`src/rtl/rxd_pkg.sv`:
```
package rxd_pkg;

  localparam int REG_W = 16;

  // control / status bit positions (fixed by the register map)
  localparam int CSR_EN      = 0;
  localparam int CSR_ALIGNED = 1;
  localparam int CSR_IN_MT   = 8;
  localparam int CSR_IN_FULL = 9;
  localparam int CSR_OUT_MT  = 10;
  localparam int CSR_OUT_FULL= 11;
  localparam int CSR_OVFL    = 12;

  // descriptor bit positions
  localparam int DESC_VALID = 15;
  localparam int DESC_CRC_B = 14;
  localparam int DESC_CRC_A = 13;

  typedef enum logic [1:0] {
    MODE_RAW    = 2'd0,
    MODE_OCTET  = 2'd1,
    MODE_FRAME  = 2'd2,
    MODE_MFRAME = 2'd3
  } rx_mode_e;

  // strobes from control to datapath
  typedef struct packed {
    logic takeSlot;   // pop input queue, latch slot, restart position and CRC
    logic storeByte;  // write current octet, advance position
    logic emitDesc;   // push completed descriptor
  } rxd_strobe_t;

endpackage

```
`src/rtl/rxd_queue.sv`:
```
module rxd_queue #(
  parameter int DEPTH = 4,
  parameter int W     = 16
) (
  input  logic         clk,
  input  logic         rstN,
  input  logic         push,
  input  logic [W-1:0] pushData,
  input  logic         pop,
  output logic [W-1:0] headData,
  output logic         empty,
  output logic         full
);
  localparam int PW = (DEPTH > 1) ? $clog2(DEPTH) : 1;
  localparam int CW = $clog2(DEPTH + 1);

  logic [W-1:0]  mem [DEPTH];
  logic [PW-1:0] rdPtr, wrPtr;
  logic [CW-1:0] count;
  logic          doPush, doPop;

  assign empty  = (count == '0);
  assign full   = (count == CW'(DEPTH));
  assign doPush = push && !full;
  assign doPop  = pop && !empty;
  assign headData = mem[rdPtr];

  function automatic logic [PW-1:0] nextPtr(input logic [PW-1:0] p);
    return (p == PW'(DEPTH - 1)) ? '0 : p + 1'b1;
  endfunction

  always_ff @(posedge clk) begin
    if (!rstN) begin
      rdPtr <= '0;
      wrPtr <= '0;
      count <= '0;
    end else begin
      if (doPush) wrPtr <= nextPtr(wrPtr);
      if (doPop)  rdPtr <= nextPtr(rdPtr);
      count <= count + CW'(doPush) - CW'(doPop);
    end
  end

  always_ff @(posedge clk) begin
    if (doPush) mem[wrPtr] <= pushData;
  end

endmodule

```
`src/rtl/rxd_datapath.sv`:
```
module rxd_datapath
  import rxd_pkg::*;
#(
  parameter int FRAMES = 16,
  parameter int SLOTS  = 32,
  parameter int IDX_W  = 7,
  parameter int QDEPTH = 4,
  localparam int POS_W  = $clog2(FRAMES * SLOTS),
  localparam int ADDR_W = IDX_W + POS_W
) (
  input  logic              clk,
  input  logic              rstN,
  input  rxd_strobe_t       strobe,
  input  logic [7:0]        lineByte,
  input  logic              crcValid,
  input  logic              crcSub,
  input  logic              crcOk,
  input  logic              descWrEn,
  input  logic [IDX_W-1:0]  descWrSlot,
  input  logic              descRdEn,
  output logic [REG_W-1:0]  descRdData,
  output logic              inEmpty,
  output logic              inFull,
  output logic              outEmpty,
  output logic              outFull,
  output logic              lastPos,
  output logic              ramWe,
  output logic [ADDR_W-1:0] ramAddr,
  output logic [7:0]        ramData
);
  localparam int LAST = FRAMES * SLOTS - 1;

  logic [IDX_W-1:0] inHead, slotReg, slotNow;
  logic [POS_W-1:0] pos, posNow;
  logic [1:0]       crcFlags, crcNow;
  logic [REG_W-1:0] outHead, descDone;

  rxd_queue #(.DEPTH(QDEPTH), .W(IDX_W)) u_inQ (
    .clk(clk), .rstN(rstN),
    .push(descWrEn), .pushData(descWrSlot),
    .pop(strobe.takeSlot), .headData(inHead),
    .empty(inEmpty), .full(inFull)
  );

  rxd_queue #(.DEPTH(QDEPTH), .W(REG_W)) u_outQ (
    .clk(clk), .rstN(rstN),
    .push(strobe.emitDesc), .pushData(descDone),
    .pop(descRdEn), .headData(outHead),
    .empty(outEmpty), .full(outFull)
  );

  assign posNow  = strobe.takeSlot ? '0 : pos;
  assign slotNow = strobe.takeSlot ? inHead : slotReg;
  assign lastPos = (pos == POS_W'(LAST));

  always_comb begin
    crcNow = strobe.takeSlot ? 2'b00 : crcFlags;
    if (crcValid) crcNow[crcSub] = crcOk;
  end

  always_comb begin
    descDone = '0;
    descDone[DESC_VALID] = 1'b1;
    descDone[DESC_CRC_B] = crcNow[1];
    descDone[DESC_CRC_A] = crcNow[0];
    descDone[IDX_W-1:0]  = slotNow;
  end

  assign descRdData = outEmpty ? '0 : outHead;

  always_ff @(posedge clk) begin
    if (!rstN) begin
      pos      <= '0;
      slotReg  <= '0;
      crcFlags <= '0;
      ramWe    <= 1'b0;
      ramAddr  <= '0;
      ramData  <= '0;
    end else begin
      crcFlags <= crcNow;
      if (strobe.takeSlot)  slotReg <= inHead;
      if (strobe.storeByte) pos <= posNow + 1'b1;
      ramWe <= strobe.storeByte;
      if (strobe.storeByte) begin
        ramAddr <= {slotNow, posNow};
        ramData <= lineByte;
      end
    end
  end

endmodule

```
`src/rtl/rxd_ctrl.sv`:
```
module rxd_ctrl
  import rxd_pkg::*;
(
  input  logic             clk,
  input  logic             rstN,
  input  logic             csrWrEn,
  input  logic [REG_W-1:0] csrWrData,
  input  logic             lineValid,
  input  logic             lineMfStart,
  input  logic             lineAligned,
  input  logic             inEmpty,
  input  logic             outFull,
  input  logic             lastPos,
  output rxd_strobe_t      strobe,
  output logic             rxEnable,
  output rx_mode_e         rxMode,
  output logic             overflow
);
  typedef enum logic {ST_WAIT, ST_FILL} fill_state_e;

  fill_state_e state, nextState;
  logic setOvfl, mfaMode, startOk;

  assign mfaMode = (rxMode == MODE_MFRAME);
  assign startOk = lineValid && rxEnable && !overflow &&
                   (!mfaMode || (lineMfStart && lineAligned));

  always_comb begin
    strobe    = '0;
    setOvfl   = 1'b0;
    nextState = state;
    case (state)
      ST_WAIT: begin
        if (startOk) begin
          if (inEmpty) begin
            setOvfl = 1'b1;
          end else begin
            strobe.takeSlot  = 1'b1;
            strobe.storeByte = 1'b1;
            nextState        = ST_FILL;
          end
        end
      end
      ST_FILL: begin
        if (!rxEnable || (mfaMode && !lineAligned)) begin
          nextState = ST_WAIT;
        end else if (lineValid) begin
          strobe.storeByte = 1'b1;
          if (lastPos) begin
            nextState = ST_WAIT;
            if (outFull) setOvfl = 1'b1;
            else         strobe.emitDesc = 1'b1;
          end
        end
      end
      default: nextState = ST_WAIT;
    endcase
  end

  always_ff @(posedge clk) begin
    if (!rstN) begin
      state    <= ST_WAIT;
      rxEnable <= 1'b0;
      rxMode   <= MODE_RAW;
      overflow <= 1'b0;
    end else begin
      state <= nextState;
      if (csrWrEn) begin
        rxEnable <= csrWrData[CSR_EN];
        rxMode   <= rx_mode_e'(csrWrData[2:1]);
      end
      if (setOvfl)                            overflow <= 1'b1;
      else if (csrWrEn && csrWrData[CSR_OVFL]) overflow <= 1'b0;
    end
  end

endmodule

```
`src/rtl/e1_rx_desc_engine.sv`:
```
module e1_rx_desc_engine
  import rxd_pkg::*;
#(
  parameter int FRAMES = 16,
  parameter int SLOTS  = 32,
  parameter int IDX_W  = 7,
  parameter int QDEPTH = 4,
  localparam int POS_W  = $clog2(FRAMES * SLOTS),
  localparam int ADDR_W = IDX_W + POS_W
) (
  input  logic              clk,
  input  logic              rstN,
  input  logic              csrWrEn,
  input  logic [15:0]       csrWrData,
  output logic [15:0]       csrRdData,
  input  logic              descWrEn,
  input  logic [IDX_W-1:0]  descWrSlot,
  input  logic              descRdEn,
  output logic [15:0]       descRdData,
  input  logic              lineValid,
  input  logic [7:0]        lineByte,
  input  logic              lineMfStart,
  input  logic              lineAligned,
  input  logic              crcValid,
  input  logic              crcSub,
  input  logic              crcOk,
  output logic              ramWe,
  output logic [ADDR_W-1:0] ramAddr,
  output logic [7:0]        ramData
);
  rxd_strobe_t strobe;
  rx_mode_e    rxMode;
  logic        rxEnable, overflow;
  logic        inEmpty, inFull, outEmpty, outFull, lastPos;

  rxd_ctrl u_ctrl (
    .clk(clk), .rstN(rstN),
    .csrWrEn(csrWrEn), .csrWrData(csrWrData),
    .lineValid(lineValid), .lineMfStart(lineMfStart), .lineAligned(lineAligned),
    .inEmpty(inEmpty), .outFull(outFull), .lastPos(lastPos),
    .strobe(strobe), .rxEnable(rxEnable), .rxMode(rxMode), .overflow(overflow)
  );

  rxd_datapath #(.FRAMES(FRAMES), .SLOTS(SLOTS), .IDX_W(IDX_W), .QDEPTH(QDEPTH)) u_dp (
    .clk(clk), .rstN(rstN), .strobe(strobe),
    .lineByte(lineByte),
    .crcValid(crcValid), .crcSub(crcSub), .crcOk(crcOk),
    .descWrEn(descWrEn), .descWrSlot(descWrSlot),
    .descRdEn(descRdEn), .descRdData(descRdData),
    .inEmpty(inEmpty), .inFull(inFull), .outEmpty(outEmpty), .outFull(outFull),
    .lastPos(lastPos),
    .ramWe(ramWe), .ramAddr(ramAddr), .ramData(ramData)
  );

  always_comb begin
    csrRdData = '0;
    csrRdData[CSR_EN]       = rxEnable;
    csrRdData[CSR_ALIGNED]  = lineAligned;
    csrRdData[CSR_IN_MT]    = inEmpty;
    csrRdData[CSR_IN_FULL]  = inFull;
    csrRdData[CSR_OUT_MT]   = outEmpty;
    csrRdData[CSR_OUT_FULL] = outFull;
    csrRdData[CSR_OVFL]     = overflow;
  end

endmodule

```
`config.mk`:
```
export PLATFORM = sky130hd
export DESIGN_NAME = e1_rx_desc_engine
export DESIGN_NICKNAME = d
export VERILOG_FILES = /design/src/rtl/rxd_pkg.sv /design/src/rtl/rxd_queue.sv /design/src/rtl/rxd_datapath.sv /design/src/rtl/rxd_ctrl.sv /design/src/rtl/e1_rx_desc_engine.sv
export SDC_FILE = /design/constraint.sdc
export NUM_CORES = 1
export LEC_CHECK = 0
export BUFFER_PORTS_ARGS = -buffer_cell sky130_fd_sc_hd__buf_2
export CORE_UTILIZATION = 54
export DETAILED_ROUTE_END_ITERATION = 10
export PLACE_DENSITY = 0.78
export SYNTH_ARGS = -nofsm -noshare
export SYNTH_HDL_FRONTEND = slang
export SYNTH_SLANG_ARGS = --single-unit
```
`constraint.sdc`:
```
create_clock -name clk -period 5.9 [get_ports clk]
set_clock_uncertainty 0.2 [all_clocks]
set_input_delay 0.59 -clock clk [delete_from_list [all_inputs] [get_ports clk]]
set_output_delay 0.59 -clock clk [all_outputs]
set_load 0.02 [all_outputs]
```
-- After elaboration in Yosys (flattened, before gate mapping)
Memories as Yosys holds them, arrays and structs flattened. A register that Yosys moved wholly into a read port is not among the register bits.
Index checks and enable logic that the tools add are counted.
Widths: inputs -> output; s select.
- flip-flop bits (word level): 62
- memories kept: 2
- logic and storage cells: 106
- memory bits (writable): 64
- input port bits: 42
- memories (memory ; words ; bits a word ; rd ports ; clocked after Yosys merged registers in ; wr ports ; RTL line ; text):
    u_dp.u_outQ.mem ; 4 ; 9 ; 1 ; 1 ; 1 ; rxd_queue.sv:17 ; logic [W-1:0] mem [DEPTH];
    u_dp.u_inQ.mem ; 4 ; 7 ; 1 ; 1 ; 1 ; rxd_queue.sv:17 ;
- muxes and demuxes: 44
- order comparisons: 2
- reductions and logical operators: 24
- bitwise gates (word level): 1
- equality and inequality tests: 8
- add/sub/neg operators: 9
- operators by type and width (kind ; number):
    $mux 2 ; 14
    $mux 1 ; 22
    $mux 16 ; 1
    $logic_and 1x1->1 ; 11
    $eq 2x2->1 const B ; 5
    $add 9x1->9 const B ; 1
    $eq 9x9->1 const B ; 1
    $mux 9 ; 1
    $add 2x1->2 const B ; 4
    $logic_not 1->1 ; 8
    $mux 7 ; 1
    $add 3x1->3 ; 2
    $eq 3x3->1 const B ; 2
    $logic_not 3->1 ; 2
    $pmux 1 s2 ; 3
    $sub 3x1->3 ; 2
    $bwmux 2 ; 1
    $logic_or 1x1->1 ; 2
    $lt 1x2->1 const B ; 1
    $reduce_bool 2->1 ; 1
    $demux 1 s1 ; 1
    $ge 1x1->1 const B ; 1
    $not 1->1 ; 1

-- Depth between registers and ports, before layout
- word-level depth: 9
- depth in mapped cells: 12
- mapped depth without buffers: 11

-- By module
From an unflattened synthesis, not the netlist that was laid out.
- cell total of the unflattened synthesis: 477
- area total of the unflattened synthesis: 6550.0 µm²
- by module, submodules not included (module ; sequential area each (µm²) ; times used ; area an instance (µm²) ; cells an instance):
    rxd_queue at u_dp.u_outQ ; 2102.0 ; 1 ; 2831.5 ; 137
    rxd_datapath ; 860.8 ; 1 ; 1834.3 ; 206
    rxd_queue at u_dp.u_inQ ; 1021.0 ; 1 ; 1496.4 ; 89
    rxd_ctrl ; 100.1 ; 1 ; 264.0 ; 28
    e1_rx_desc_engine ; 0.0 ; 1 ; 123.9 ; 17

-- Worst setup path after synthesis
Ideal clock, no wire load.
- path type: in2reg
- start: input lineValid
- end: register u_dp.u_inQ.count[2]
- setup slack: 2980 ps
- stages: 12
- library setup time: 128 ps
- arrival time: 2592 ps
- path buffers: 2
- cells stage by stage: nand4bb_1 -> a311o_1 -> buf_2 -> inv_2 -> buf_2 -> ha_1 -> inv_1 -> ha_1 -> fa_1 -> xnor2_1 -> xnor2_1 -> nor2_1
- longest elaborated chain between the ends: 7
- ends and longest elaborated chain (element ; RTL line ; text):
    from (decl) ; e1_rx_desc_engine.sv:20 ; input logic lineValid,
    $logic_and 1x1->1 (3 in a row) ; rxd_ctrl.sv:25 ; assign startOk = lineValid && rxEnable && !overflow &&
    $mux 2 ; rxd_ctrl.sv:34 ; if (startOk) begin
    $mux 1 ; rxd_ctrl.sv:32 ; case (state)
    $logic_and 1x1->1 ; rxd_queue.sv:25 ; assign doPop = pop && !empty;
    $sub 3x1->3 ; rxd_queue.sv:40 ; count <= count + CW'(doPush) - CW'(doPop);
    to (signal assigned) ; rxd_queue.sv:40 ;
    to (decl) ; rxd_queue.sv:19 ; logic [CW-1:0] count;
No other way between the ends.
A chain may end at the register's enable or synchronous reset.

-- Worst setup path in the final report
- start: register u_dp.u_inQ.count[1]
- end: register u_dp.u_inQ.count[2]
- longest elaborated chain between the ends: 6
- elaborated cells on any way between the ends: 11
- classes of those cells: add/sub: 2; eq/ne: 1; mux: 3; reduce/logical: 5
- ends and longest elaborated chain (element ; RTL line):
    parallel branches: the longest is 5 deep, another holds $add 3x1->3 ; --
    $sub 3x1->3 (*) ; rxd_queue.sv:40
Mark *: on every way between the ends.

==> results by group <==
Worst setup path
  • Critical Path Max Stage Delay: 0.41 ns
  • Delay-heaviest family, CP: adder cells
  • Critical Path Source: u_dp.u_inQ.count[1]
  • Worst path required time: a little over 6 ns
  • Critical R2R Capture: u_dp.u_inQ.count[2]
  • Worst Setup EP: u_dp.u_inQ.count[2]
  • Worst-path cell chain: nor3_2, a311o_1, buf_4, inv_2, ha_1, inv_1, ha_1, fa_1, xnor2_1, xnor2_1, nor2_1
  • WP buf/inv: 3
  • R2R setup slack: between 2 and 3 ns
  • Crit path kind: reg2reg
  • Worst path depth: 11
  • RR Startpoint: u_dp.u_inQ.count[1]
  • Worst setup EP type: flop
  • R2R depth: 11
  • Critical path arrival: roughly 3.4 ns
  • Critical Path Start Type: flop
  • Peak fanout along the critical path: 28
  • Worst path slowest cell: fa_1

Clock tree
  • Hold Buf Count CTS: 0
  • Clock sink count: 130
  • CTS Root Cell: clkbuf_8
  • H-tree depth: 4
  • Clk_lat worst skew: 0.51 ns
  • CTS tree: yes
  • Max clock buf depth: 2
  • Total CTS buffers: 17
  • Clock-pin slew on the worst setup and hold paths: 0.06 ns
  • Post-CTS Setup Bufs: 0
  • Cts repair resizes: 0

Timing
  • Setup TNS: 0 ns
  • Final Hold Fails: 0
  • Min Tclk post-route: 3.262 ns
  • Max Freq: a little over 300 MHz
  • Post-route setup slack: 2.638 ns
  • Crit share post-route: 0.5529
  • RSZ-0062 raised after global routing: false
  • # setup viols final: 0
  • Worst Tran Pin Value: between 1 and 1.5 ns
  • Slew HR: 0.2737
  • Max Slew Vio Count: 0

Job
  • Max-Cap Viols: 0

Die
  • DIE AREA: 0.01048 mm2
  • Die Y: about 100 um
  • Ports: 99
  • Core Box Area: approximately 0.01 mm2
  • Die width: slightly above 100 um
  • # rows: 36
  • Starting Density: 0.5563

Logic synthesis
  • Synthesized area: roughly 0.0054 mm2
  • Synthesized instance count: 450
  • Area share of the largest cell type after synthesis: 0.3534
  • Ys flop type: dfxtp_1
  • Syn Area/Cell: 12.08 um2
  • Seq/Total Area, Yosys: 0.5964
  • Synth top area cells: edfxtp_1 35%, dfxtp_1 24%, mux4_2 6.6%
  • Register bit total from synthesis: 130
  • Ys async rst share: 0
  • Yosys cell types: 43
  • Synth warn: 0
  • Yosys top cell by area: edfxtp_1
  • EDFF count, synth: 64

Drt
  • DRT iter0 DRCs: 146
  • Total vias in the final route: 3555
  • Vias per inst: 5.403
  • Antenna viol nets, final: 0
  • Wire per inst: 15.59 um
  • # DRC: 0
  • Final WL: about 10 mm
  • Initial DRT Pass Iterations: 4

Status
  • Status: finished, final reports clean

Placement
  • I/O Buffers: between 70 and 80
  • Placement Cell Area: 0.005771 mm2
  • Pre-CTS setup slack: 2.447 ns
  • Gp weighted congestion: 0.8257
  • Detailed placement HPWL: 6.717 mm

Layout
  • # fillers: 745
  • Share of layout cells above drive strength 1: 0.2343
  • Commonest non-fill, non-tap cell in the layout: buf_2
  • Area growth, synth to finish: 17.40%
  • Highest-count cells in the layout ignoring fill and taps: 71 x buf_2, 66 x dfxtp_1, 64 x edfxtp_1, 44 x a21oi_1, 38 x nand2_1
  • Final Cell Area: 0.006384 mm2
  • Diode count: 0
  • Finished Core Util: 0.6531
  • Net count, final: roughly 570

GRT
  • Total track usage: 0.2099
  • Initial antenna violation count: 0
  • Largest net degree at the start of global routing: 29
  • Global-route wire length before repair: 16.17 mm
  • Vias in the first global route: between 3000 and 4000
  • Global route overflow: 0

Power and ir drop
  • VDD IR max: approximately 0.22 mV
  • Leakage power: 2.497 nW
  • PD cells: approximately 400 mW/mm2
  • Total power: 0.002562 W

Worst hold path
  • Hold WC Path Type: in2reg
## power breakdown
group          total [W]  internal, W  leakage, nW  switching (W)
clock            0.00108     0.000722        0.303       0.000359
combinational   0.000421     0.000178         1.07       0.000243
sequential       0.00106      0.00101         1.13      0.0000513
## cell usage after synthesis (4+ instances only)
| cell type | number |
|---|---|
| dfxtp_1 | 66 |
| edfxtp_1 | 64 |
| a21oi_1 | 44 |
| nand2_1 | 38 |
| and2_1 | 31 |
| buf_4 | 22 |
| inv_1 | 16 |
| mux4_2 | 16 |
| nand3_1 | 16 |
| nor2_1 | 16 |
| ha_1 | 15 |
| clkbuf_1 | 13 |
| o21ai_0 | 11 |
| o21ai_1 | 11 |
| xnor2_1 | 10 |
| buf_2 | 7 |
| mux2_1 | 7 |
| mux2i_1 | 6 |
| nand4_1 | 4 |
| nor3_1 | 4 |
| or3_1 | 4 |
## per-layer routing
| metal | up-vias | GRT usage | wire length [um] |
|---|---|---|---|
| li1 | 1680 | - | - |
| met1 | 1752 | 0.2536 | 4393 |
| met2 | 107 | 0.3573 | 5180 |
| met3 | 16 | 0.05335 | 517 |
| met4 | 0 | 0.09011 | 165 |
| met5 | - | 0 | 0 |
## cell families after synthesis
| group | count (synthesis) | synth area share |
|---|---|---|
| AO/OA/AOI/OAI | 69 | 0.06512 |
| XOR/XNOR | 10 | 0.01611 |
| adder cells (fa/ha/maj) | 17 | 0.04188 |
| buffers and inverters | 62 | 0.05960 |
| flip-flops | 130 | 0.5964 |
| multiplexers | 29 | 0.09181 |
| other | 1 | 0.0006896 |
| AND/OR/NAND/NOR | 132 | 0.1284 |
## layout make-up
cell class / count / area, um2 / share of cell area
Inverter: 18 / 67.56 / 0.01058
Clock inverter: 13 / 191.4 / 0.02999
Multi-Input combinational cell: 272 / 1923 / 0.3013
Clock buffer: 19 / 421.7 / 0.06605
Sequential cell: 130 / 3243 / 0.5080
Tap cell: 133 / 166.4 / 0.02607
Timing Repair Buffer: 73 / 370.4 / 0.05802
## how the worst min path moves through the flow
stage | startpoint | end | slack [ns] | cells after the start
finish | descWrSlot[3] | u_dp.u_inQ.mem[1][3] | 0.1 | 1
global placement | u_dp.slotReg[5] | u_dp.ramAddr[14] | 0.23 | 2
floorplan | u_dp.slotReg[1] | u_dp.ramAddr[10] | 0.23 | 2
global route | descWrSlot[3] | u_dp.u_inQ.mem[2][3] | 0.08 | 1
CTS | descWrSlot[3] | u_dp.u_inQ.mem[2][3] | 0.08 | 1
detailed placement | u_dp.slotReg[3] | u_dp.ramAddr[12] | 0.24 | 2
## worst reg2reg max path, delay by kind of cell, from the launching register on
family,cells,cell delay [ns]
flip-flops,1,0.35
adder cells (fa/ha/maj),3,0.99
AO/OA/AOI/OAI,1,0.18
XOR/XNOR,2,0.33
buffers and inverters,3,0.65
AND/OR/NAND/NOR,2,0.43
## sequential cells by signal, summed over array words and instances (netlist names), named ones only
name / flops
u_ctrl.overflow: 1
u_dp.u_inQ.rdPtr: 2
u_dp.u_inQ.wrPtr: 2
u_ctrl.rxEnable: 1
u_dp.ramAddr: 16
u_dp.crcFlags: 2
u_dp.u_inQ.mem: 28
u_ctrl.rxMode: 2
u_dp.u_outQ.rdPtr: 2
u_dp.u_inQ.count: 3
u_dp.u_outQ.wrPtr: 2
u_dp.slotReg: 7
u_ctrl.state: 1
u_dp.ramData: 8
u_dp.u_outQ.count: 3
u_dp.ramWe: 1
u_dp.u_outQ.mem: 36
u_dp.pos: 9
## through the flow
stage / std cells / hold WS (ns)
final: 658 / 0.09946
after global routing: 658 / 0.08098
after CTS: 658 / 0.07570
after detailed placement: 626 / 0.2420
after global placement: 626 / 0.2319
after floorplan: 464 / 0.2259
(Power assumes the default switching activity.)
